`config.mk`:
```
export PLATFORM = sky130hd
export DESIGN_NAME = disp_ram_writer
export DESIGN_NICKNAME = d
export VERILOG_FILES = /design/src/rtl/disp_pkg.sv /design/src/rtl/disp_rst_sync.sv /design/src/rtl/disp_cmd_decode.sv /design/src/rtl/disp_wr_seq.sv /design/src/rtl/disp_seg_ram.sv /design/src/rtl/disp_ram_writer.sv
export SDC_FILE = /design/constraint.sdc
export NUM_CORES = 1
export LEC_CHECK = 0
export ABC_AREA = 1
export ABC_CLOCK_PERIOD_IN_PS = 6200
export BUFFER_PORTS_ARGS = -buffer_cell sky130_fd_sc_hd__buf_2
export CAP_MARGIN = 10
export CORE_MARGIN = 5
export CORE_UTILIZATION = 30
export CTS_CLUSTER_DIAMETER = 100
export DETAILED_ROUTE_END_ITERATION = 7
export PLACE_DENSITY = 0.45
export REMOVE_ABC_BUFFERS = 1
export SKIP_LAST_GASP = 1
export SYNTH_ARGS = -nofsm -noshare
export SYNTH_HDL_FRONTEND = slang
export SYNTH_SLANG_ARGS = --single-unit
```
`constraint.sdc`:
```
create_clock -name clk -period 6.2 [get_ports clk]
set_input_delay 1.24 -clock clk [delete_from_list [all_inputs] [get_ports clk]]
set_output_delay 1.24 -clock clk [all_outputs]
set_load 0.02 [all_outputs]
```
`src/rtl/disp_pkg.sv`:
```
package disp_pkg;
  timeunit 1ns;
  timeprecision 1ps;

  localparam int BYTE_W     = 8;
  localparam int CELL_BITS  = 4;
  localparam int CELL_IDX_W = $clog2(CELL_BITS);
  localparam int PTR_FLD_W  = 6;

  typedef enum logic [1:0] {
    MODE_STATIC = 2'b00,
    MODE_DUO    = 2'b01,
    MODE_TRIO   = 2'b10,
    MODE_QUAD   = 2'b11
  } mux_mode_e;

  typedef struct packed {
    logic                 ld_ptr;
    logic [PTR_FLD_W-1:0] ptr_val;
    logic                 set_mode;
    mux_mode_e            mode;
    logic                 set_dev;
    logic [4:0]           dev;
    logic                 set_bank;
    logic                 bank;
  } cmd_t;

  // last bit index used in one address for a mode
  function automatic logic [CELL_IDX_W-1:0] last_pos(mux_mode_e m);
    logic [CELL_IDX_W-1:0] r;
    case (m)
      MODE_STATIC: r = CELL_IDX_W'(0);
      MODE_DUO:    r = CELL_IDX_W'(1);
      MODE_TRIO:   r = CELL_IDX_W'(2);
      default:     r = CELL_IDX_W'(3);
    endcase
    return r;
  endfunction

endpackage

```
`src/rtl/disp_rst_sync.sv`:
```
module disp_rst_sync (
  input  logic clk,
  input  logic rst_n,
  output logic rst_sync_n
);
  timeunit 1ns;
  timeprecision 1ps;

  logic [1:0] stage_q;

  always_ff @(posedge clk or negedge rst_n) begin
    if (!rst_n) stage_q <= 2'b00;
    else        stage_q <= {stage_q[0], 1'b1};
  end

  assign rst_sync_n = stage_q[1];
endmodule

```
`src/rtl/disp_cmd_decode.sv`:
```
module disp_cmd_decode
  import disp_pkg::*;
#(
  parameter int ADDR_COUNT = 40
) (
  input  logic              take_cmd,
  input  logic [BYTE_W-1:0] cmd_byte,
  output cmd_t              cmd
);
  timeunit 1ns;
  timeprecision 1ps;

  logic [2:0] opc;
  logic       ptr_ok;

  assign opc    = cmd_byte[7:5];
  assign ptr_ok = (int'(cmd_byte[PTR_FLD_W-1:0]) < ADDR_COUNT);

  always_comb begin
    cmd          = '0;
    cmd.ptr_val  = cmd_byte[PTR_FLD_W-1:0];
    cmd.mode     = mux_mode_e'(cmd_byte[1:0]);
    cmd.dev      = cmd_byte[4:0];
    cmd.bank     = cmd_byte[0];
    if (take_cmd) begin
      if (!cmd_byte[7]) begin
        cmd.ld_ptr = ptr_ok;
      end else begin
        case (opc)
          3'b100:  cmd.set_mode = 1'b1;
          3'b101:  cmd.set_dev  = 1'b1;
          3'b110:  cmd.set_bank = 1'b1;
          default: ;
        endcase
      end
    end
  end
endmodule

```
`src/rtl/disp_wr_seq.sv`:
```
module disp_wr_seq
  import disp_pkg::*;
#(
  parameter int ADDR_COUNT = 40,
  parameter int SUB_W      = 3,
  localparam int ADDR_W    = $clog2(ADDR_COUNT),
  localparam int CNT_W     = $clog2(BYTE_W + 1)
) (
  input  logic                  clk,
  input  logic                  rst_n,
  input  logic [SUB_W-1:0]      hw_sub,
  input  logic                  take_data,
  input  logic [BYTE_W-1:0]     data_byte,
  input  cmd_t                  cmd,
  output logic                  busy,
  output logic                  wr_en,
  output logic [ADDR_W-1:0]     wr_addr,
  output logic [CELL_IDX_W-1:0] wr_bit,
  output logic                  wr_val,
  output logic [ADDR_W-1:0]     ptr,
  output logic [SUB_W-1:0]      sub,
  output logic [CELL_IDX_W-1:0] pos,
  output mux_mode_e             mode
);
  timeunit 1ns;
  timeprecision 1ps;

  localparam logic [ADDR_W-1:0] LAST_ADDR = ADDR_W'(ADDR_COUNT - 1);

  logic [ADDR_W-1:0]     ptr_q, ptr_d;
  logic [SUB_W-1:0]      sub_q, sub_d;
  logic [CELL_IDX_W-1:0] pos_q, pos_d;
  mux_mode_e             mode_q, mode_d;
  logic                  bank_q, bank_d;
  logic [BYTE_W-1:0]     sh_q, sh_d;
  logic [CNT_W-1:0]      cnt_q, cnt_d;
  logic                  shifting;
  logic                  state_en;
  logic [CELL_IDX_W-1:0] base_bit;

  assign shifting = (cnt_q != '0);
  assign state_en = shifting | take_data | cmd.ld_ptr | cmd.set_mode
                  | cmd.set_dev | cmd.set_bank;

  // upper half only applies to the two narrow modes
  assign base_bit = (bank_q && (mode_q == MODE_STATIC || mode_q == MODE_DUO))
                  ? CELL_IDX_W'(2) : '0;

  always_comb begin
    ptr_d  = ptr_q;
    sub_d  = sub_q;
    pos_d  = pos_q;
    mode_d = mode_q;
    bank_d = bank_q;
    sh_d   = sh_q;
    cnt_d  = cnt_q;
    if (shifting) begin
      sh_d  = {sh_q[BYTE_W-2:0], 1'b0};
      cnt_d = cnt_q - CNT_W'(1);
      if (pos_q == last_pos(mode_q)) begin
        pos_d = '0;
        if (ptr_q == LAST_ADDR) begin
          ptr_d = '0;
          sub_d = sub_q + SUB_W'(1);
        end else begin
          ptr_d = ptr_q + ADDR_W'(1);
        end
      end else begin
        pos_d = pos_q + CELL_IDX_W'(1);
      end
    end else if (take_data) begin
      sh_d  = data_byte;
      cnt_d = CNT_W'(BYTE_W);
    end else begin
      if (cmd.ld_ptr) begin
        ptr_d = ADDR_W'(cmd.ptr_val);
        pos_d = '0;
      end
      if (cmd.set_mode) begin
        mode_d = cmd.mode;
        pos_d  = '0;
      end
      if (cmd.set_dev)  sub_d  = cmd.dev[SUB_W-1:0];
      if (cmd.set_bank) bank_d = cmd.bank;
    end
  end

  always_ff @(posedge clk or negedge rst_n) begin
    if (!rst_n) begin
      ptr_q  <= '0;
      sub_q  <= '0;
      pos_q  <= '0;
      mode_q <= MODE_STATIC;
      bank_q <= 1'b0;
      sh_q   <= '0;
      cnt_q  <= '0;
    end else if (state_en) begin
      ptr_q  <= ptr_d;
      sub_q  <= sub_d;
      pos_q  <= pos_d;
      mode_q <= mode_d;
      bank_q <= bank_d;
      sh_q   <= sh_d;
      cnt_q  <= cnt_d;
    end
  end

  assign busy    = shifting;
  assign wr_en   = shifting && (sub_q == hw_sub);
  assign wr_addr = ptr_q;
  assign wr_bit  = base_bit + pos_q;
  assign wr_val  = sh_q[BYTE_W-1];
  assign ptr     = ptr_q;
  assign sub     = sub_q;
  assign pos     = pos_q;
  assign mode    = mode_q;
endmodule

```
`src/rtl/disp_seg_ram.sv`:
```
module disp_seg_ram
  import disp_pkg::*;
#(
  parameter int ADDR_COUNT = 40,
  localparam int ADDR_W    = $clog2(ADDR_COUNT)
) (
  input  logic                  clk,
  input  logic                  rst_n,
  input  logic                  wr_en,
  input  logic [ADDR_W-1:0]     wr_addr,
  input  logic [CELL_IDX_W-1:0] wr_bit,
  input  logic                  wr_val,
  input  logic [ADDR_W-1:0]     rd_addr,
  output logic [CELL_BITS-1:0]  rd_data
);
  timeunit 1ns;
  timeprecision 1ps;

  logic [CELL_BITS-1:0] cells [ADDR_COUNT];

  for (genvar a = 0; a < ADDR_COUNT; a++) begin : g_cell
    logic                 hit;
    logic [CELL_BITS-1:0] cell_q, cell_d;

    assign hit = wr_en && (wr_addr == ADDR_W'(a));

    always_comb begin
      cell_d         = cell_q;
      cell_d[wr_bit] = wr_val;
    end

    always_ff @(posedge clk or negedge rst_n) begin
      if (!rst_n)   cell_q <= '0;
      else if (hit) cell_q <= cell_d;
    end

    assign cells[a] = cell_q;
  end

  always_comb begin
    rd_data = '0;
    for (int a = 0; a < ADDR_COUNT; a++) begin
      if (rd_addr == ADDR_W'(a)) rd_data = cells[a];
    end
  end
endmodule

```
`src/rtl/disp_ram_writer.sv`:
```
module disp_ram_writer
  import disp_pkg::*;
#(
  parameter int ADDR_COUNT = 40,
  parameter int SUB_W      = 3,
  localparam int ADDR_W    = $clog2(ADDR_COUNT)
) (
  input  logic                 clk,
  input  logic                 rst_n,
  input  logic [SUB_W-1:0]     hw_sub,
  input  logic                 in_valid,
  input  logic                 in_cmd,
  input  logic [BYTE_W-1:0]    in_byte,
  output logic                 busy,
  input  logic [ADDR_W-1:0]    rd_addr,
  output logic [CELL_BITS-1:0] rd_data
);
  timeunit 1ns;
  timeprecision 1ps;

  logic                  rst_sync_n;
  logic                  take_data, take_cmd;
  cmd_t                  cmd;
  logic                  wr_en, wr_val;
  logic [ADDR_W-1:0]     wr_addr, ptr;
  logic [CELL_IDX_W-1:0] wr_bit, pos;
  logic [SUB_W-1:0]      sub;
  mux_mode_e             mode;

  assign take_data = in_valid && !busy && !in_cmd;
  assign take_cmd  = in_valid && !busy && in_cmd;

  disp_rst_sync u_rst (
    .clk        (clk),
    .rst_n      (rst_n),
    .rst_sync_n (rst_sync_n)
  );

  disp_cmd_decode #(.ADDR_COUNT(ADDR_COUNT)) u_dec (
    .take_cmd (take_cmd),
    .cmd_byte (in_byte),
    .cmd      (cmd)
  );

  disp_wr_seq #(.ADDR_COUNT(ADDR_COUNT), .SUB_W(SUB_W)) u_seq (
    .clk       (clk),
    .rst_n     (rst_sync_n),
    .hw_sub    (hw_sub),
    .take_data (take_data),
    .data_byte (in_byte),
    .cmd       (cmd),
    .busy      (busy),
    .wr_en     (wr_en),
    .wr_addr   (wr_addr),
    .wr_bit    (wr_bit),
    .wr_val    (wr_val),
    .ptr       (ptr),
    .sub       (sub),
    .pos       (pos),
    .mode      (mode)
  );

  disp_seg_ram #(.ADDR_COUNT(ADDR_COUNT)) u_ram (
    .clk     (clk),
    .rst_n   (rst_sync_n),
    .wr_en   (wr_en),
    .wr_addr (wr_addr),
    .wr_bit  (wr_bit),
    .wr_val  (wr_val),
    .rd_addr (rd_addr),
    .rd_data (rd_data)
  );
endmodule

```
==> out/results.tsv, run 1 <==
stage	metric	value	unit
critical_path	endpoint_kind	output port	
route	highest_layer	met4	
critical_path	cp_max_fo	15	
status	status	completed	
route	drt_iter0_markers	766	
clock_tree	cts_setup_buffers	0	
critical_path	cp_slowest_cell	nor2_2	
sta	finalHoldViolations	0	
route	wl_met1	14310	um
placement	dpl.hpwl	19850	um
die	die_h	188.2	um
die	start_util	30.25	%
placement	globalplace.congestion	0.8214	
clock_tree	clk-insertion-delay-late	0.45	ns
route	wl_met3	1238	um
route	vias_per_cell	5.011	
clock_tree	cts_resized	0	
critical_path	reg2reg_from	u_seq.cnt_q[0]	
route	met2_length	13600	um
route	drc	0	
grt	grt_overflow	0	
sta	setup_viol	0	
route	vias	8288	
power_and_ir_drop	power_density	377.2	nW/um^2
die	rows	65	
clock_tree	htreeDepth	4	
grt	track_usage	16.89	%
sta	fmax	0.1882	GHz
route	routed_wl	29620	um
die	die_x	188.2	um
placement	port_buffers	25	
clock_tree	clock_path_buffers	2	
logic_synthesis	synth_area_leader_cell	dfrtp_1	
sta	tns	0	ns
route	wire_per_inst	17.91	um
grt	grt_start_max_net_pins	147	
critical_path	setup.worst_path.start	rd_addr[5]	
run	maxCapViolations	0	
critical_path	cp-start-kind	primary input	
logic_synthesis	synthArstFlopShare	100.0	%
final_layout	drive_gt1_share	7.588	%
grt	antenna_found_initial	0	
critical_path	cpMostUsedCell	nand4_1	
critical_path	critical_path_arrival	4.07	ns
sta	timing.hold.ws	0.3285	ns
final_layout	num_antenna_cells	0	
logic_synthesis	synth-seq-cells	188	
logic_synthesis	synth.distinct_cells	37	
die	core_area	31470	sq um
die	ios	26	
die	dieArea	35400	sq um
clock_tree	cts_tree	yes	
sta	layout_min_cycle_time	5.312	ns
logic_synthesis	ys_seq_area_share	49.41	%
sta	report.final.slew_viol_count	0	
worst_hold_path	hold_path.class	reg2async	
final_layout	area_delta_synth_final	11.68	%
sta	worstMarginPinSlew	0.9496	ns
sta	finClkSkew	0.01590	ns
critical_path	critPathMaxStageDelay	0.46	ns
critical_path	critical_path_class	in2out	
clock_tree	clk_pin_slew	0.07	ns
clock_tree	cts_buffers	17	
logic_synthesis	synth_common_cells	nand2_1 (344), dfrtp_1 (188), nor2_1 (119)	
sta	grt_setup_unrepaired	no	
clock_tree	clock-sinks	188	
logic_synthesis	synth_flop_cell	dfrtp_1	
logic_synthesis	yosys_warnings	0	
logic_synthesis	yosysTopAreaCellShare	49.41	%
grt	grt_pass1_vias	7964	
route	antenna_left	0	
clock_tree	cts_root_buf	clkbuf_16	
logic_synthesis	yosysMostFrequentCell	nand2_1	
logic_synthesis	synth-edff-count	0	
logic_synthesis	syn_area	9522	sq um
sta	relSlewSlack	36.69	%
critical_path	required	4.96	ns
logic_synthesis	syn-mean-instance-area	7.679	sq um
logic_synthesis	synth_cells	1240	
power_and_ir_drop	p_leak	4.498	nW
clock_tree	cts-hold-fix-buffers	0	
sta	timing.final.crit_share	85.68	%
critical_path	path_cells	buf_2 -> nor2_2 -> inv_4 -> nor2_8 -> nand2_1 -> nand2_1 -> nand3_1 -> nand2_1 -> nand4_1 -> nand2_1 -> nand4_1 -> nor2_1 -> nand3_1 -> nand2_1 -> nand4_1 -> nand2_1 -> nand4_1 -> nor2_1 -> nand4_1 -> nor2_1 -> nand4_1 -> nor2_1 -> nand4_1 -> buf_2	
final_layout	fill_cells	3350	
power_and_ir_drop	max-vdd-ir-drop	0.2461	mV
route	dr.pass1.iters	5	
logic_synthesis	synth.area.top_cells	dfrtp_1 (49%), nand2_1 (14%), a31oi_1 (6.4%)	
grt	grt_pass1_wl	46930	um
final_layout	layout.nets	1266	
## layout make-up
| type | count | area (sq um) | share of cell area (%) |
|---|---|---|---|
| Clock buffer | 18 | 439.2 | 4.130 |
| Clock inverter | 13 | 141.4 | 1.330 |
| Inverter | 96 | 365.4 | 3.436 |
| Multi-Input combinational cell | 905 | 4287 | 40.31 |
| Sequential cell | 188 | 4708 | 44.28 |
| Tap cell | 402 | 503.0 | 4.730 |
| Timing Repair Buffer | 32 | 190.2 | 1.788 |
## report_power, final
part / switching (W) / internal, W
clock: 0.000512 / 0.000605
sequential: 0.000172 / 0.00146
combinational: 0.000968 / 0.000290
## worst max-delay path, delay by kind of cell
| kind | cells | cell delay (ns) |
|---|---|---|
| buf+inv | 3 | 0.48 |
| simple gates | 21 | 2.34 |
## registers in the layout (all words and copies together) (netlist names)
register             flops
u_seq.mode               2
u_ram.g_cell.cell_q    160
u_seq.bank_q             1
u_seq.ptr                6
u_rst.stage_q            2
u_seq.cnt_q              4
u_seq.pos                2
u_seq.sub                3
u_seq.sh_q               8
## cell families after synthesis
logic type               synth area share, %
AO/OA/AOI/OAI                          17.77
XOR/XNOR                              0.5519
adder cells (fa/ha/maj)               0.6570
buffers and inverters                  5.887
flip-flops                             49.41
other                                0.03938
AND/OR/NAND/NOR                        25.69
## layout by cell type, fill, tap and decap left out, types with 2 or more instances in the layout
cell,count
nand2_1,344
dfrtp_1,187
nor2_1,115
a21oi_1,112
o21ai_0,101
a31oi_1,97
inv_1,87
nand3_1,34
nand4_1,34
buf_2,25
nor3_1,22
clkbuf_16,17
inv_2,6
buf_4,6
nor2_4,5
nor2_2,5
nand2_2,5
ha_1,5
xor2_1,4
nor3b_1,3
clkinv_4,3
clkinvlp_4,3
clkinv_2,3
inv_4,2
nand2_4,2
nor3_2,2
and3_1,2
or2_2,2
xnor2_1,2
bufinv_16,2
inv_6,2
## routing by layer
metal  global-route usage (%)  vias up
met5                        0        -
li1                         -     4168
met4                    4.630        0
met1                    23.78     3910
met3                    3.165       26
met2                    26.69      184
## path summary, 6_finish.rpt
kind | slack (ns) | cells after the start | to
min in group clk | 0.35 | 0 | u_rst.stage_q[1]
worst min-delay path | 0.33 | 0 | u_ram.g_cell[23].cell_q[0]
worst max-delay path | 0.89 | 24 | rd_data[0]
max in group asynchronous | 4.59 | 1 | u_ram.g_cell[13].cell_q[1]
worst max register to register | 2.78 | 9 | u_ram.g_cell[30].cell_q[0]
worst min register to register | 0.33 | 0 | u_ram.g_cell[23].cell_q[0]
## per-stage QoR
stage / utilization (%) / area (sq um) / instances / total power (W) / setup WS [ns]
finish: 33.79 / 10630 / 1654 / 0.004011 / 0.8878
global route: 33.79 / 10630 / 1654 / 0.004291 / 0.5153
CTS: 33.79 / 10630 / 1654 / 0.004058 / 0.8512
detailed placement: 31.94 / 10050 / 1623 / 0.002922 / 0.8668
global placement: 31.94 / 10050 / 1623 / 0.002911 / 0.9121
floorplan: - / 9324 / 1189 / 0.002408 / 0.5734
Note: power is estimated with default switching activity, not from simulation.
==> run 2: changes to the inputs <==
CTS_BUF_LIST = sky130_fd_sc_hd__clkbuf_2 sky130_fd_sc_hd__clkbuf_4 sky130_fd_sc_hd__clkbuf_8   (was unset)
==> run 2 against run 1 <==
Against the previous run: worst hold slack improved by 0.0065 ns; final cell count did not move; clock skew rose by 0.0085 ns; final area fell by 1.8%; flip-flop and latch count did not move; sequential share of layout area rose by 0.81 points; clock power fell by 24%; combinational power barely moved; routed wire length barely moved; via count fell by 0.64%.
==> out/results.tsv, run 2 (synthesized netlist as in run 1, its figures left out) <==
stage	metric	value	unit	change
route	drt_iter0_markers	799		+4.3%
placement	globalplace.congestion	0.8214		unchanged
grt	track_usage	16.81	%	-0.075 points
final_layout	fill_cells	3380		+0.90%
route	drc	0		unchanged
route	vias	8235		-0.64%
final_layout	layout_commonest_cell	nand2_1		
route	vias_per_cell	4.979		-0.64%
clock_tree	cts-hold-fix-buffers	0		unchanged
critical_path	critical_path_arrival	4.09	ns	+0.02 ns
critical_path	critPathMaxStageDelay	0.47	ns	about the same
final_layout	num_antenna_cells	0		unchanged
die	core_area	31470	sq um	unchanged
status	status	completed		
sta	timing.final.crit_share	85.95	%	+0.26 points
route	routed_wl	29600	um	about the same
worst_hold_path	hold_path.class	reg2async		
route	wire_per_inst	17.90	um	about the same
die	start_util	30.25	%	unchanged
critical_path	crit_family	simple AND/OR/NAND/NOR gates		
power_and_ir_drop	max-vdd-ir-drop	0.2451	mV	-0.38%
sta	tns	0	ns	unchanged
clock_tree	cts_resized	0		unchanged
critical_path	rr_endpoint	u_ram.g_cell[30].cell_q[1]		
clock_tree	cts_buffers	17		unchanged
critical_path	r2r_cells	9		unchanged
critical_path	path_cells	buf_2 -> nor2_2 -> inv_4 -> nor2_8 -> nand2_1 -> nand2_1 -> nand3_1 -> nand2_1 -> nand4_1 -> nand2_1 -> nand4_1 -> nand2_1 -> nand3_1 -> nand2_1 -> nand4_1 -> nand2_1 -> nand3_1 -> nand2_1 -> nand4_1 -> nand2_1 -> nand4_1 -> nor3_1 -> nand4_1 -> buf_2		
critical_path	cp_max_fo	15		unchanged
critical_path	path_buf_inv	3		unchanged
critical_path	required	4.96	ns	about the same
route	dr.pass1.iters	5		unchanged
sta	grt_setup_unrepaired	no		
power_and_ir_drop	seqPwrFrac	43.7	%	+2.9 points
critical_path	cp-start-kind	primary input		
sta	report.final.slew_viol_count	0		unchanged
final_layout	regMostFlops	u_ram.g_cell.cell_q		
die	die_h	188.2	um	unchanged
final_layout	final_cell_mix	nand2_1 (344), dfrtp_1 (187), nor2_1 (115)		
sta	worstMarginPinSlew	0.8811	ns	-0.06849 ns
grt	grt_start_max_net_pins	147		unchanged
run	maxCapViolations	0		unchanged
final_layout	layout.nets	1266		unchanged
sta	finalHoldViolations	0		unchanged
critical_path	critical_path_class	in2out		
grt	grt_pass1_vias	7907		-0.72%
clock_tree	clock_path_buffers	2		unchanged
final_layout	area_delta_synth_final	9.671	%	
grt	grt_pass1_wl	46770	um	-0.34%
sta	setup_viol	0		unchanged
clock_tree	clk-insertion-delay-late	0.50	ns	+0.05 ns
final_layout	drive_gt1_share	7.588	%	unchanged
power_and_ir_drop	internal_power	0.002120	W	-10%
clock_tree	cts_tree	yes		
critical_path	cp_slowest_cell	nor2_2		
sta	finClkSkew	0.02435	ns	+0.008455 ns
sta	relSlewSlack	40.81	%	+4.1 points
clock_tree	htreeDepth	4		unchanged
sta	fmax	0.1877	GHz	-0.31%
power_and_ir_drop	net-switching-power	0.001620	W	-2.0%
clock_tree	clock-sinks	188		unchanged
power_and_ir_drop	power.share.combinational	33.6	%	+2.2 points
grt	antenna_found_initial	0		unchanged
die	ios	26		unchanged
placement	dpl.hpwl	19850	um	unchanged
final_layout	largest_reg_flops	160		unchanged
power_and_ir_drop	power_density	358.1	nW/um^2	-5.0%
power_and_ir_drop	p_clk_share	22.7	%	-5.1 points
power_and_ir_drop	p_leak	4.411	nW	-1.9%
power_and_ir_drop	switching_share	43.32	%	+2.1 points
critical_path	endpoint_kind	output port		
clock_tree	clk_pin_slew	0.09	ns	+0.02 ns
critical_path	cpMostUsedCell	nand2_1		
final_layout	utilization	33.18	%	-0.61 points
sta	layout_min_cycle_time	5.329	ns	+0.01640 ns
placement	port_buffers	25		unchanged
critical_path	r2r_slack	2.83	ns	+0.05 ns
sta	timing.hold.ws	0.3350	ns	+0.006507 ns
critical_path	reg2reg_from	u_seq.cnt_q[0]		
route	antenna_left	0		unchanged
grt	grt_overflow	0		unchanged
die	rows	65		unchanged
clock_tree	cts_setup_buffers	0		unchanged
clock_tree	cts_root_buf	clkbuf_8		
die	die_x	188.2	um	unchanged
die	dieArea	35400	sq um	unchanged
-- run 2: cell counts in the layout (fill, tap and decap cells not counted) --
No cell type changed its count.
-- run 2: final cells by class --
class / instances / area (sq um) / area share (%)
Sequential cell: 188 / 4708 / 45.09
Multi-Input combinational cell: 905 / 4287 / 41.05
Tap cell: 402 / 503.0 / 4.817
Inverter: 96 / 365.4 / 3.499
Clock buffer: 18 / 247.7 / 2.372
Timing Repair Buffer: 32 / 190.2 / 1.821
Clock inverter: 13 / 141.4 / 1.354
-- run 2: power by group through the flow --
stage | clock [W] | sequential [W] | combinational [W]
2_1_floorplan | 0 | 0.00161 | 0.000793
3_5_place_dp | 0 | 0.00165 | 0.00127
5_1_grt | 0.000937 | 0.00167 | 0.00141
3_3_place_gp | 0 | 0.00166 | 0.00126
6_report | 0.000849 | 0.00163 | 0.00126
4_1_cts | 0.000883 | 0.00163 | 0.00127
-- run 2: per-stage QoR --
step	total power, W	cells	cell area (sq um)	setup slack (ns)
detailed placement	0.002922	1623	10050	0.8668
floorplan	0.002408	1189	9324	0.5734
CTS	0.003787	1654	10440	0.8512
global placement	0.002911	1623	10050	0.9121
global route	0.004019	1654	10440	0.5121
finish	0.003740	1654	10440	0.8714
-- run 2: worst register-to-register path, delay by kind of cell, from the launching register on --
kind / cells / cell delay, ns
compound gates: 1 / 0.07
buf+inv: 2 / 0.60
flops: 1 / 0.39
simple gates: 6 / 2.15
-- run 2: how the worst max path moves through the flow --
| stage | start | endpoint | slack, ns | cells after the start |
|---|---|---|---|---|
| floorplan | u_rst.stage_q[1] | u_ram.g_cell[0].cell_q[0] | 0.57 | 0 |
| global placement | rd_addr[5] | rd_data[0] | 0.91 | 24 |
| detailed placement | rd_addr[5] | rd_data[0] | 0.87 | 24 |
| CTS | rd_addr[5] | rd_data[0] | 0.85 | 24 |
| global route | rd_addr[5] | rd_data[2] | 0.51 | 22 |
| finish | rd_addr[5] | rd_data[1] | 0.87 | 24 |
-- run 2: per-layer routing --
layer | share of wire, % | global-route usage [%]
met1 | 48 | 23.71
met2 | 47 | 26.83
met3 | 4.7 | 3.649
met4 | 0.84 | 3.247
met5 | 0 | 0
